**src/rtl/bcd_add_pkg.sv**
```systemverilog
package bcd_add_pkg;
   typedef enum logic {
      MODE_BIN = 1'b0,
      MODE_DEC = 1'b1
   } add_mode_e;

   localparam int DEC_RADIX   = 10;
   localparam int FIX_BY_ADD  = 0;
   localparam int FIX_BY_SUB  = 1;
endpackage

```
**src/rtl/bcd_cla.sv**
```systemverilog
module bcd_cla #(
   parameter int W = 4
) (
   input  logic [W-1:0] a,
   input  logic [W-1:0] b,
   input  logic         ci,
   output logic [W-1:0] s,
   output logic         co
);
   logic [W-1:0] prop, gen, half;
   logic [W:0]   cy;

   assign prop = a | b;
   assign gen  = a & b;
   assign half = a ^ b;

   // every carry is a flat sum of products over gen/prop/ci
   always_comb begin
      logic acc;
      logic chain;
      cy = '0;
      cy[0] = ci;
      for (int i = 0; i < W; i++) begin
         acc = 1'b0;
         for (int j = 0; j <= i; j++) begin
            chain = gen[j];
            for (int k = j + 1; k <= i; k++) chain = chain & prop[k];
            acc = acc | chain;
         end
         chain = ci;
         for (int k = 0; k <= i; k++) chain = chain & prop[k];
         cy[i+1] = acc | chain;
      end
   end

   assign s  = half ^ cy[W-1:0];
   assign co = cy[W];

   always_comb begin
      AST_CLA_RAW_SUM: assert ({co, s} == ({1'b0, a} + {1'b0, b} + {{W{1'b0}}, ci}));
   end
endmodule

```
**src/rtl/bcd_fix.sv**
```systemverilog
module bcd_fix
   import bcd_add_pkg::*;
#(
   parameter int W          = 4,
   parameter int CORR_STYLE = FIX_BY_ADD
) (
   input  logic [W:0]   raw,
   output logic         ovf,
   output logic [W-1:0] fixed
);
   localparam logic [W-1:0] ADJ = W'((1 << W) - DEC_RADIX);
   localparam logic [W-1:0] TEN = W'(DEC_RADIX);
   localparam logic [W:0]   MAXLEGAL = (W+1)'(2 * DEC_RADIX - 1);

   assign ovf = raw[W] | (raw[W-1] & (raw[W-2] | raw[W-3]));

   generate
      if (CORR_STYLE == FIX_BY_ADD) begin : g_add
         assign fixed = raw[W-1:0] + ADJ;
      end else begin : g_sub
         assign fixed = raw[W-1:0] - TEN;
      end
   endgenerate

   always_comb begin
      if (raw <= MAXLEGAL) begin
         AST_FIX_DETECT: assert (ovf == (raw > (W+1)'(DEC_RADIX - 1)));
         if (ovf) begin
            AST_FIX_RANGE: assert (fixed < TEN);
         end
      end
   end
endmodule

```
**src/rtl/bcd_digit_adder.sv**
```systemverilog
module bcd_digit_adder
   import bcd_add_pkg::*;
#(
   parameter int DIGIT_W    = 4,
   parameter int CORR_STYLE = FIX_BY_ADD
) (
   input  logic [3:0] opnd_a,
   input  logic [3:0] opnd_b,
   input  logic       carry_in,
   input  logic       dec_mode,
   output logic [3:0] digit_sum,
   output logic       carry_out
);
   localparam logic [DIGIT_W-1:0] DMAX = DIGIT_W'(DEC_RADIX - 1);

   generate
      if (DIGIT_W != 4) begin : g_bad_width
         $error("bcd_digit_adder: DIGIT_W must be 4");
      end
      if (CORR_STYLE != FIX_BY_ADD && CORR_STYLE != FIX_BY_SUB) begin : g_bad_style
         $error("bcd_digit_adder: unknown CORR_STYLE");
      end
   endgenerate

   logic [DIGIT_W-1:0] raw_lo, fix_lo;
   logic               raw_co, dec_ovf;
   add_mode_e          mode;

   assign mode = add_mode_e'(dec_mode);

   bcd_cla #(.W(DIGIT_W)) u_cla (
      .a  (opnd_a),
      .b  (opnd_b),
      .ci (carry_in),
      .s  (raw_lo),
      .co (raw_co)
   );

   bcd_fix #(.W(DIGIT_W), .CORR_STYLE(CORR_STYLE)) u_fix (
      .raw   ({raw_co, raw_lo}),
      .ovf   (dec_ovf),
      .fixed (fix_lo)
   );

   always_comb begin
      if (mode == MODE_DEC) begin
         carry_out = dec_ovf;
         digit_sum = dec_ovf ? fix_lo : raw_lo;
      end else begin
         carry_out = raw_co;
         digit_sum = raw_lo;
      end
   end

   always_comb begin
      if (mode == MODE_BIN) begin
         AST_BIN_PASSTHRU: assert ({carry_out, digit_sum} ==
            ({1'b0, opnd_a} + {1'b0, opnd_b} + {4'b0, carry_in}));
      end
      if (mode == MODE_DEC && opnd_a <= DMAX && opnd_b <= DMAX) begin
         AST_DEC_VALUE: assert ((carry_out ? 5'd10 : 5'd0) + {1'b0, digit_sum} ==
            ({1'b0, opnd_a} + {1'b0, opnd_b} + {4'b0, carry_in}));
         AST_DEC_DIGIT: assert (digit_sum <= DMAX);
      end
   end
endmodule

```
**config.mk**
```make
export PLATFORM = sky130hd
export DESIGN_NAME = bcd_digit_adder
export DESIGN_NICKNAME = d
export VERILOG_FILES = /design/src/rtl/bcd_add_pkg.sv /design/src/rtl/bcd_cla.sv /design/src/rtl/bcd_fix.sv /design/src/rtl/bcd_digit_adder.sv
export SDC_FILE = /design/constraint.sdc
export NUM_CORES = 1
export LEC_CHECK = 0
export BUFFER_PORTS_ARGS = -buffer_cell sky130_fd_sc_hd__buf_2
export CAP_MARGIN = 20
export CELL_PAD_IN_SITES_DETAIL_PLACEMENT = 1
export CELL_PAD_IN_SITES_GLOBAL_PLACEMENT = 1
export CORE_AREA = 5 5 42 44
export DETAILED_ROUTE_END_ITERATION = 10
export DIE_AREA = 0 0 47 49
export PLACE_DENSITY = 0.72
export SLEW_MARGIN = 20
export SYNTH_ARGS = -nofsm -noshare
export SYNTH_HDL_FRONTEND = slang
export SYNTH_SLANG_ARGS = --single-unit
```
**constraint.sdc**
```tcl
create_clock -name vclk -period 2.9
set_clock_uncertainty 0.05 [all_clocks]
set_input_delay 0.58 -clock vclk [all_inputs]
set_output_delay 0.58 -clock vclk [all_outputs]
set_load 0.01 [all_outputs]
```
# Word-level counts from Yosys, hierarchy flattened
# Cells that the tools add are included.
dict set report totals {
  reg_bits 0
  input_bits 10
  output_inout_bits 5
  elab_cells 31
}
dict set report classes {
  addsub 1
  muxes 3
  bitwise 27
}
# op n
set op_table {}
lappend op_table {{bitwise OR 1 bit} 12}
lappend op_table {{AND 1 bit} 11}
lappend op_table {{2-to-1 mux 4 bit} 2}
lappend op_table {{XOR 4 bit} 2}
lappend op_table {{adder 4 x 3 -> 4 bit, second input constant} 1}
lappend op_table {{AND 4 bit} 1}
lappend op_table {{bitwise OR 4 bit} 1}
lappend op_table {{2-to-1 mux 1 bit} 1}

# Depth between registers and ports, before layout
# Gate-level depths: netlist (run 1).
dict set report depth {
  ltp_word 12
  depth_mapped 10
  mapped_depth_nobuf 10
}

# By module
# Synthesis (run 1) repeated with hierarchy kept, for this count alone.
dict set report hier_totals {
  cells_unflattened 50
  area_unflattened_um2 390.4
}
# module n_inst cells_per_inst area_per_inst_um2 seq_area_each_um2
set by_module_without_submodules {}
lappend by_module_without_submodules {bcd_cla 1 34 251.5 0.0}
lappend by_module_without_submodules {bcd_digit_adder 1 7 75.1 0.0}
lappend by_module_without_submodules {bcd_fix 1 9 63.8 0.0}

# Worst setup path after synthesis (run 1)
# OpenSTA, ideal clock, no wires.
dict set report synth_path {
  path_type {input -> output}
  startpoint {input opnd_a[0]}
  endpoint {output digit_sum[2]}
  arrival_time_ns 2.100
  required_ns 2.270
  setup_slack_ns 0.170
  path_stages 10
  path_buffers 0
  cell_sequence {inv_1 > ha_1 > nor2b_4 > nor2_1 > o21bai_1 > xnor2_1 > ha_1 > nand2b_1 > o2bb2ai_2 > mux2i_1}
}
dict set report synth_via {
  elab_chain_cells 11
  elab_cells_between_ends 27
  cone_classes {add/sub (1); mux (2); bitwise (24)}
}
# element line
set synth_lines {}
lappend synth_lines {{start, declared} bcd_digit_adder.sv:7} ;# input logic [3:0] opnd_a,
lappend synth_lines {{AND 4 bit} bcd_cla.sv:14} ;# assign gen = a & b;
lappend synth_lines {{AND 1 bit (2 in a row)} bcd_cla.sv:27} ;# for (int k = j + 1; k <= i; k++) chain = chain & prop[k];
lappend synth_lines {{AND 1 bit / bitwise OR 1 bit (equally long branches)} {bcd_cla.sv:27, bcd_cla.sv:28}}
lappend synth_lines {{bitwise OR 1 bit} bcd_cla.sv:28} ;# acc = acc | chain;
lappend synth_lines {{bitwise OR 1 bit, on equally long branches} {bcd_cla.sv:28, bcd_cla.sv:32}}
lappend synth_lines {{bitwise OR 1 bit / XOR 4 bit (equally long branches)} {bcd_cla.sv:28, bcd_cla.sv:36}}
lappend synth_lines {{bitwise OR 1 bit / AND 1 bit (equally long branches)} {bcd_cla.sv:32, bcd_fix.sv:15}}
lappend synth_lines {{bitwise OR 1 bit} bcd_fix.sv:15} ;# assign ovf = raw[W] | (raw[W-1] & (raw[W-2] | raw[W-3]));
lappend synth_lines {{2-to-1 mux 4 bit} bcd_digit_adder.sv:48} ;# digit_sum = dec_ovf ? fix_lo : raw_lo;
lappend synth_lines {{2-to-1 mux 4 bit (*)} bcd_digit_adder.sv:46} ;# if (mode == MODE_DEC) begin
lappend synth_lines {{end, declared} bcd_digit_adder.sv:11} ;# output logic [3:0] digit_sum,
# Mark *: on every way between the ends. The rest lies on a longest branch, timed or not.

# Worst setup path in the final report (run 1)
dict set report layout_path {
  startpoint {input opnd_b[0]}
  endpoint {output digit_sum[2]}
}
dict set report layout_via {
  elab_chain_cells 11
  elab_cells_between_ends 27
  cone_classes {add/sub (1); mux (2); bitwise (24)}
}
# element line
set layout_lines {}
lappend layout_lines {{start, declared} bcd_digit_adder.sv:8} ;# input logic [3:0] opnd_b,
lappend layout_lines {{AND 4 bit} bcd_cla.sv:14}
lappend layout_lines {{AND 1 bit (2 in a row)} bcd_cla.sv:27}
lappend layout_lines {{AND 1 bit / bitwise OR 1 bit (equally long branches)} {bcd_cla.sv:27, bcd_cla.sv:28}}
lappend layout_lines {{bitwise OR 1 bit} bcd_cla.sv:28}
lappend layout_lines {{bitwise OR 1 bit, on equally long branches} {bcd_cla.sv:28, bcd_cla.sv:32}}
lappend layout_lines {{bitwise OR 1 bit / XOR 4 bit (equally long branches)} {bcd_cla.sv:28, bcd_cla.sv:36}}
lappend layout_lines {{bitwise OR 1 bit / AND 1 bit (equally long branches)} {bcd_cla.sv:32, bcd_fix.sv:15}}
lappend layout_lines {{bitwise OR 1 bit} bcd_fix.sv:15}
lappend layout_lines {{2-to-1 mux 4 bit} bcd_digit_adder.sv:48}
lappend layout_lines {{2-to-1 mux 4 bit (*)} bcd_digit_adder.sv:46}
# Marks and branches as above.

==> metrics.csv, run 1 <==
metric,value,unit
via count of the first global-routing pass,372,
slowest cell on the critical path,o21bai_1,
setup repair after global routing missed its margin,yes,
PD cells,253,nW/µm²
final sum of negative setup slack,0,ns
Area contributors post-synth,"ha_1 (33%), inv_1 (8.9%), xnor2_1 (6.9%)",
Via-to-Cell Ratio,4.63,
maximum fanout along the worst path,3,
fraction of power consumed by combinational cells,100.0,%
Die Outline Area,2300,µm²
proportion of synthesized chip area in sequential cells,0,%
number of placement rows,14,
ratio of final minimum period to clock period,96.4,%
I/O pin total,15,
Yosys cell types,22,
Detailed Place HPWL,757,µm
DRT antenna net count,0,
Critical Path Source Type,input port,
Worst Path Arrival,2.17,ns
Core ar.,1400,µm²
hold endpoint,digit_sum[0],
number of instances in the placed design,81,
Tmin final,2.80,ns
diodes inserted,0,
internal power contribution,82.1,µW
cell with the most instances after synthesis,ha_1,
drc violations,0,
routed len/inst,11.0,µm
mean cell area of the mapped netlist,8.64,µm²
number of nets in the finished design,89,
global placer's final weighted congestion,0.674,
sequential share of power,0,%
beginning of the worst hold path,opnd_b[0],
clk_buf instances,0,
cells after synthesis,44,
via total after detailed routing,380,
layout-stage area growth over the synthesis result,58.2,%
area share of the largest cell type after synthesis,32.9,%
final wirelength,903,µm
max-capacitance violation count,0,
start point of the critical path,opnd_b[0],
"Req. time, crit path",2.27,ns
P_leak,0.000308,µW
cell type with the largest total area after synthesis,ha_1,
maximum number of pins on one net before global-route repair,5,
Net Sw Frac,46.0,%
height of the die,49,µm
detailed-router iteration count before antenna repair,2,
Setup Crit Path Kind,input port to output pin,
Hold Path Stages,3,
global route total overflow,0,
non-filler cells in the finished layout,82,
slew at the pin closest to its max-slew limit,0.358,ns
maximum cell stage delay along the critical path,0.20,ns
Clk pwr share,0,%
Post-Syn Nets,65,
family with the most delay on the worst path,compound AO/OA/AOI/OAI gates,
number of max-slew violations in the final report,0,
initial core utilization,27.1,%
top cells by instance count after synthesis,"ha_1 (10), inv_1 (9), nand2b_1 (3), xnor2_1 (3), nand2_1 (2)",
ordered list of cells on the worst path,buf_8 -> inv_4 -> ha_4 -> nor2b_4 -> nor2_2 -> o21bai_1 -> xnor2_2 -> ha_2 -> nand2b_4 -> o2bb2ai_4 -> mux2i_1 -> buf_2,
number of buffer cells added on primary ports,15,
normalized max-slew margin,75.9,%
worst min-delay path class,input port to output pin,
Seq cells,0,
share of final-layout standard cells stronger than drive strength 1,53.0,%
sort of element at the end of the critical path,output pin,
top achievable clock speed,358,MHz
floorplan die width,47,µm
worst vdd rail ir drop,0.106,mV
area taken by flip-flops and latches,0,µm²
combined area of all synthesized cells,380,µm²
total setup violations reported at the end of the flow,0,
warning count from the yosys run,0,
result of the run,"finished, final reports clean",
final hold violation count,0,
count of buffer and inverter cells on the critical path,3,
dpl ws,-0.0799,ns
total global-route track usage,7.94,%
switching power summed over all nets,70.0,µW
first-pass GRT wire length,1.50,mm
initial antenna violation count,0,
final worst-path setup slack,0.103,ns
first-iteration detailed-routing DRC count,2,
-- worst min-delay path: cells and delay by family --
kind	cells	cell delay, ns
adder cells (fa/ha/maj)	1	0.15
buffers and inverters	2	0.21
-- area by class of cell --
| class | count | area [µm²] |
|---|---|---|
| multi-input combinational | 35 | 395 |
| inverter | 9 | 38.8 |
| fill | 174 | 800 |
| tap | 16 | 20.0 |
| timing repair buffer | 22 | 148 |
-- stage by stage --
step                      hold WS [ns]  area, µm²  total power, µW  util (%)
after floorplan                   1.29        380             77.0         -
after global placement            1.47        520              129      37.1
after detailed placement          1.48        520              130      37.1
after CTS                         1.48        546              140      38.9
after global routing              1.48        602              170      42.9
final                             1.46        602              152      42.9
-- worst max path at each step --
| stage | cells after the start | to | slack, ns |
|---|---|---|---|
| floorplan | 10 | digit_sum[2] | 0.17 |
| global placement | 12 | digit_sum[2] | -0.04 |
| detailed placement | 12 | digit_sum[2] | -0.08 |
| CTS | 13 | digit_sum[3] | 0.03 |
| global route | 12 | digit_sum[2] | -0.06 |
| finish | 12 | digit_sum[2] | 0.10 |
-- repair_timing --
| action | 4_1_cts | 5_1_grt |
|---|---|---|
| cloned | 0 | 0 |
| endpoints found under the setup margin | 2 | 4 |
| resized for setup | 4 | 14 |
| pin swaps | 3 | 5 |
| setup buffers | 0 | 1 |
| hold buffers | 0 | 0 |
-- cells by family after synthesis --
group / after synthesis / synth area share, %
mux: 1 / 2.63
buf+inv: 9 / 8.88
simple gates: 10 / 17.1
compound gates: 10 / 26.3
xor+xnor: 3 / 6.91
fa+ha+maj: 11 / 38.2
-- routing by layer --
layer / wire (µm) / part of all wire, % / GRT usage (%) / vias up
li1: - / - / - / 192
met1: 391 / 43 / 10.7 / 178
met2: 458 / 51 / 14.5 / 10
met3: 53 / 5.9 / 0 / 0
met4: 0 / 0 / 0 / 0
met5: 0 / 0 / 0 / -
-- layout by cell type, fill, tap and decap left out --
master,instances
a21oi_2,1
a2bb2oi_1,1
buf_2,13
buf_4,7
buf_8,2
fa_1,1
ha_1,8
ha_2,1
ha_4,1
inv_1,7
inv_4,2
mux2i_1,1
nand2_1,2
nand2b_1,2
nand2b_4,1
nand3b_1,1
nor2_2,1
nor2b_4,1
o21ai_1,1
o21bai_1,1
o221ai_2,1
o22ai_1,1
o2bb2ai_4,1
o311a_4,1
o31a_1,1
o31ai_1,1
or2_2,1
or2b_1,1
xnor2_1,2
xnor2_2,1
-- power groups by stage --
stage	logic, µW	clock network [µW]	registers, µW
3_5_place_dp	130	0	0
6_report	152	0	0
2_1_floorplan	77.0	0	0
3_3_place_gp	129	0	0
5_1_grt	170	0	0
4_1_cts	140	0	0
Power figures use the tool's default switching activity.
==> run 2: changes to the inputs <==
--- a/config.mk
+++ b/config.mk
@@ -12,6 +12,7 @@
 export CORE_AREA = 5 5 42 44
 export DETAILED_ROUTE_END_ITERATION = 10
 export DIE_AREA = 0 0 47 49
+export MAX_ROUTING_LAYER = met4
 export PLACE_DENSITY = 0.72
 export SLEW_MARGIN = 20
 export SYNTH_ARGS = -nofsm -noshare
==> constraint.sdc (replaced) <==
create_clock -name vclk -period 2.9
set_clock_uncertainty 0.05 [all_clocks]
set_input_delay 0.145 -clock vclk [all_inputs]
set_output_delay 0.145 -clock vclk [all_outputs]
set_load 0.01 [all_outputs]
==> run 2 against run 1 <==
  * Power is 27% lower
  * Utilization shrank 9.0 points
  * Non-clock buffer count shrank 7
  * First-iteration DRC count unchanged
  * Largest cell class unchanged
  * Sequential cell count unchanged
  * Critical path depth is the same
  * Setup slack gained 0.65 ns
==> metrics.csv, run 2 (synthesized netlist as in run 1, its figures left out) <==
metric,value,unit,change
detailed-router iteration count before antenna repair,2,,unchanged
first-iteration detailed-routing DRC count,2,,unchanged
global placer's final weighted congestion,0.671,,-0.40%
non-filler cells in the finished layout,75,,-8.5%
most frequent cells in the layout,"buf_2 (15), ha_1 (10), inv_1 (9), xnor2_1 (3), nand2b_1 (3)",,
final wirelength,754,µm,-17%
final sum of negative setup slack,0,ns,unchanged
number of nets in the finished design,82,,-7.9%
Die Outline Area,2300,µm²,unchanged
Setup Crit Path Kind,input port to output pin,,
maximum cell stage delay along the critical path,0.22,ns,+0.02 ns
initial core utilization,27.1,%,unchanged
"Req. time, crit path",2.71,ns,+0.44 ns
Tmin final,2.15,ns,-0.645 ns
fraction of power consumed by combinational cells,100.0,%,about the same
via count of the first global-routing pass,346,,-7.0%
post_cts resized,0,,-4
switching power summed over all nets,57.0,µW,-19%
routed len/inst,10.1,µm,-8.7%
number of buffer cells added on primary ports,15,,unchanged
via total after detailed routing,347,,-8.7%
number of instances in the placed design,75,,-7.4%
post-CTS setup repair buffer count,0,,unchanged
Net Sw Frac,51.5,%,+5.5 points
area taken by flip-flops and latches,0,µm²,unchanged
share of final-layout standard cells stronger than drive strength 1,33.9,%,-19 points
first-pass GRT wire length,1.23,mm,-18%
setup repair after global routing missed its margin,no,,
maximum fanout along the worst path,3,,unchanged
Seq cells,0,,unchanged
clk_buf instances,0,,unchanged
P_leak,0.000258,µW,-16%
Core ar.,1400,µm²,unchanged
floorplan die width,47,µm,unchanged
Critical Path Source Type,input port,,
sort of element at the end of the critical path,output pin,,
"Hold-fix buffers, CTS",0,,unchanged
internal power contribution,53.6,µW,-35%
result of the run,"finished, final reports clean",,
top achievable clock speed,465,MHz,+30%
initial antenna violation count,0,,unchanged
diodes inserted,0,,unchanged
sequential share of power,0,%,unchanged
Worst Path Arrival,1.96,ns,-0.21 ns
drc violations,0,,unchanged
most common library cell in the layout ignoring fill and taps,buf_2,,
max-capacitance violation count,0,,unchanged
DRT antenna net count,0,,unchanged
PD cells,232,nW/µm²,-8.0%
final hold violation count,0,,unchanged
worst min-delay path class,input port to output pin,,
number of max-slew violations in the final report,0,,unchanged
number of placement rows,14,,unchanged
maximum number of pins on one net before global-route repair,5,,unchanged
global route total overflow,0,,unchanged
I/O pin total,15,,unchanged
total setup violations reported at the end of the flow,0,,unchanged
slew at the pin closest to its max-slew limit,0.313,ns,-0.0451 ns
Clk pwr share,0,%,unchanged
Via-to-Cell Ratio,4.63,,-0.16%
height of the die,49,µm,unchanged
worst vdd rail ir drop,0.101,mV,-5.0%
ordered list of cells on the worst path,buf_2 -> inv_1 -> ha_1 -> nor2b_4 -> nor2_1 -> o21bai_1 -> xnor2_1 -> ha_1 -> nand2b_1 -> o2bb2ai_2 -> mux2i_1 -> buf_2,,
ratio of final minimum period to clock period,74.2,%,-22 points
Detailed Place HPWL,725,µm,-4.2%
normalized max-slew margin,79.0,%,+3.1 points
total global-route track usage,6.62,%,-1.3 points
start point of the critical path,opnd_a[0],,
layout-stage area growth over the synthesis result,25.0,%,
slowest cell on the critical path,ha_1,,
beginning of the worst hold path,carry_in,,
==> run 2: changes by cell type in the layout (fill, tap and decap cells not counted), sizes merged <==
cell  change
buf       -7
==> run 2: critical path, delay by kind of cell <==
family                   cells  cell delay [ns]
adder cells (fa/ha/maj)      2             0.44
AND/OR/NAND/NOR              3             0.37
AO/OA/AOI/OAI                2             0.37
buffers and inverters        3             0.32
multiplexers                 1             0.19
XOR/XNOR                     1             0.13
==> run 2: power groups by stage <==
| stage | Combinational (µW) | Sequential [µW] | Clock (µW) |
|---|---|---|---|
| 2_1_floorplan | 77.0 | 0 | 0 |
| 3_3_place_gp | 111 | 0 | 0 |
| 3_5_place_dp | 113 | 0 | 0 |
| 4_1_cts | 114 | 0 | 0 |
| 5_1_grt | 123 | 0 | 0 |
| 6_report | 111 | 0 | 0 |
==> run 2: layout make-up <==
class              count  area (µm²)
repair buffers        15        75.1
inverters              9        33.8
multi-input cells     35         347
fillers              180         926
well taps             16        20.0
==> run 2: final timing paths <==
path                            to  depth (start not counted)
worst max-delay path  digit_sum[2]                         12
worst min-delay path  digit_sum[0]                          3
==> run 2: layer usage <==
layer  global-route usage [%]  wire length, µm
met1                     7.39              318
met2                     13.1              388
met3                        0               47
met4                        0                0
met5                        -                0
==> run 2: stage by stage <==
stage	util (%)	area [µm²]	total power, µW	worst slack (ns)	hold slack, ns
finish	33.9	475	111	0.748	0.607
global route	33.9	475	123	0.593	0.633
CTS	33.9	475	114	0.706	0.619
detailed placement	33.9	475	113	0.712	0.617
global placement	33.9	475	111	0.727	0.602
floorplan	-	380	77.0	1.04	0.423
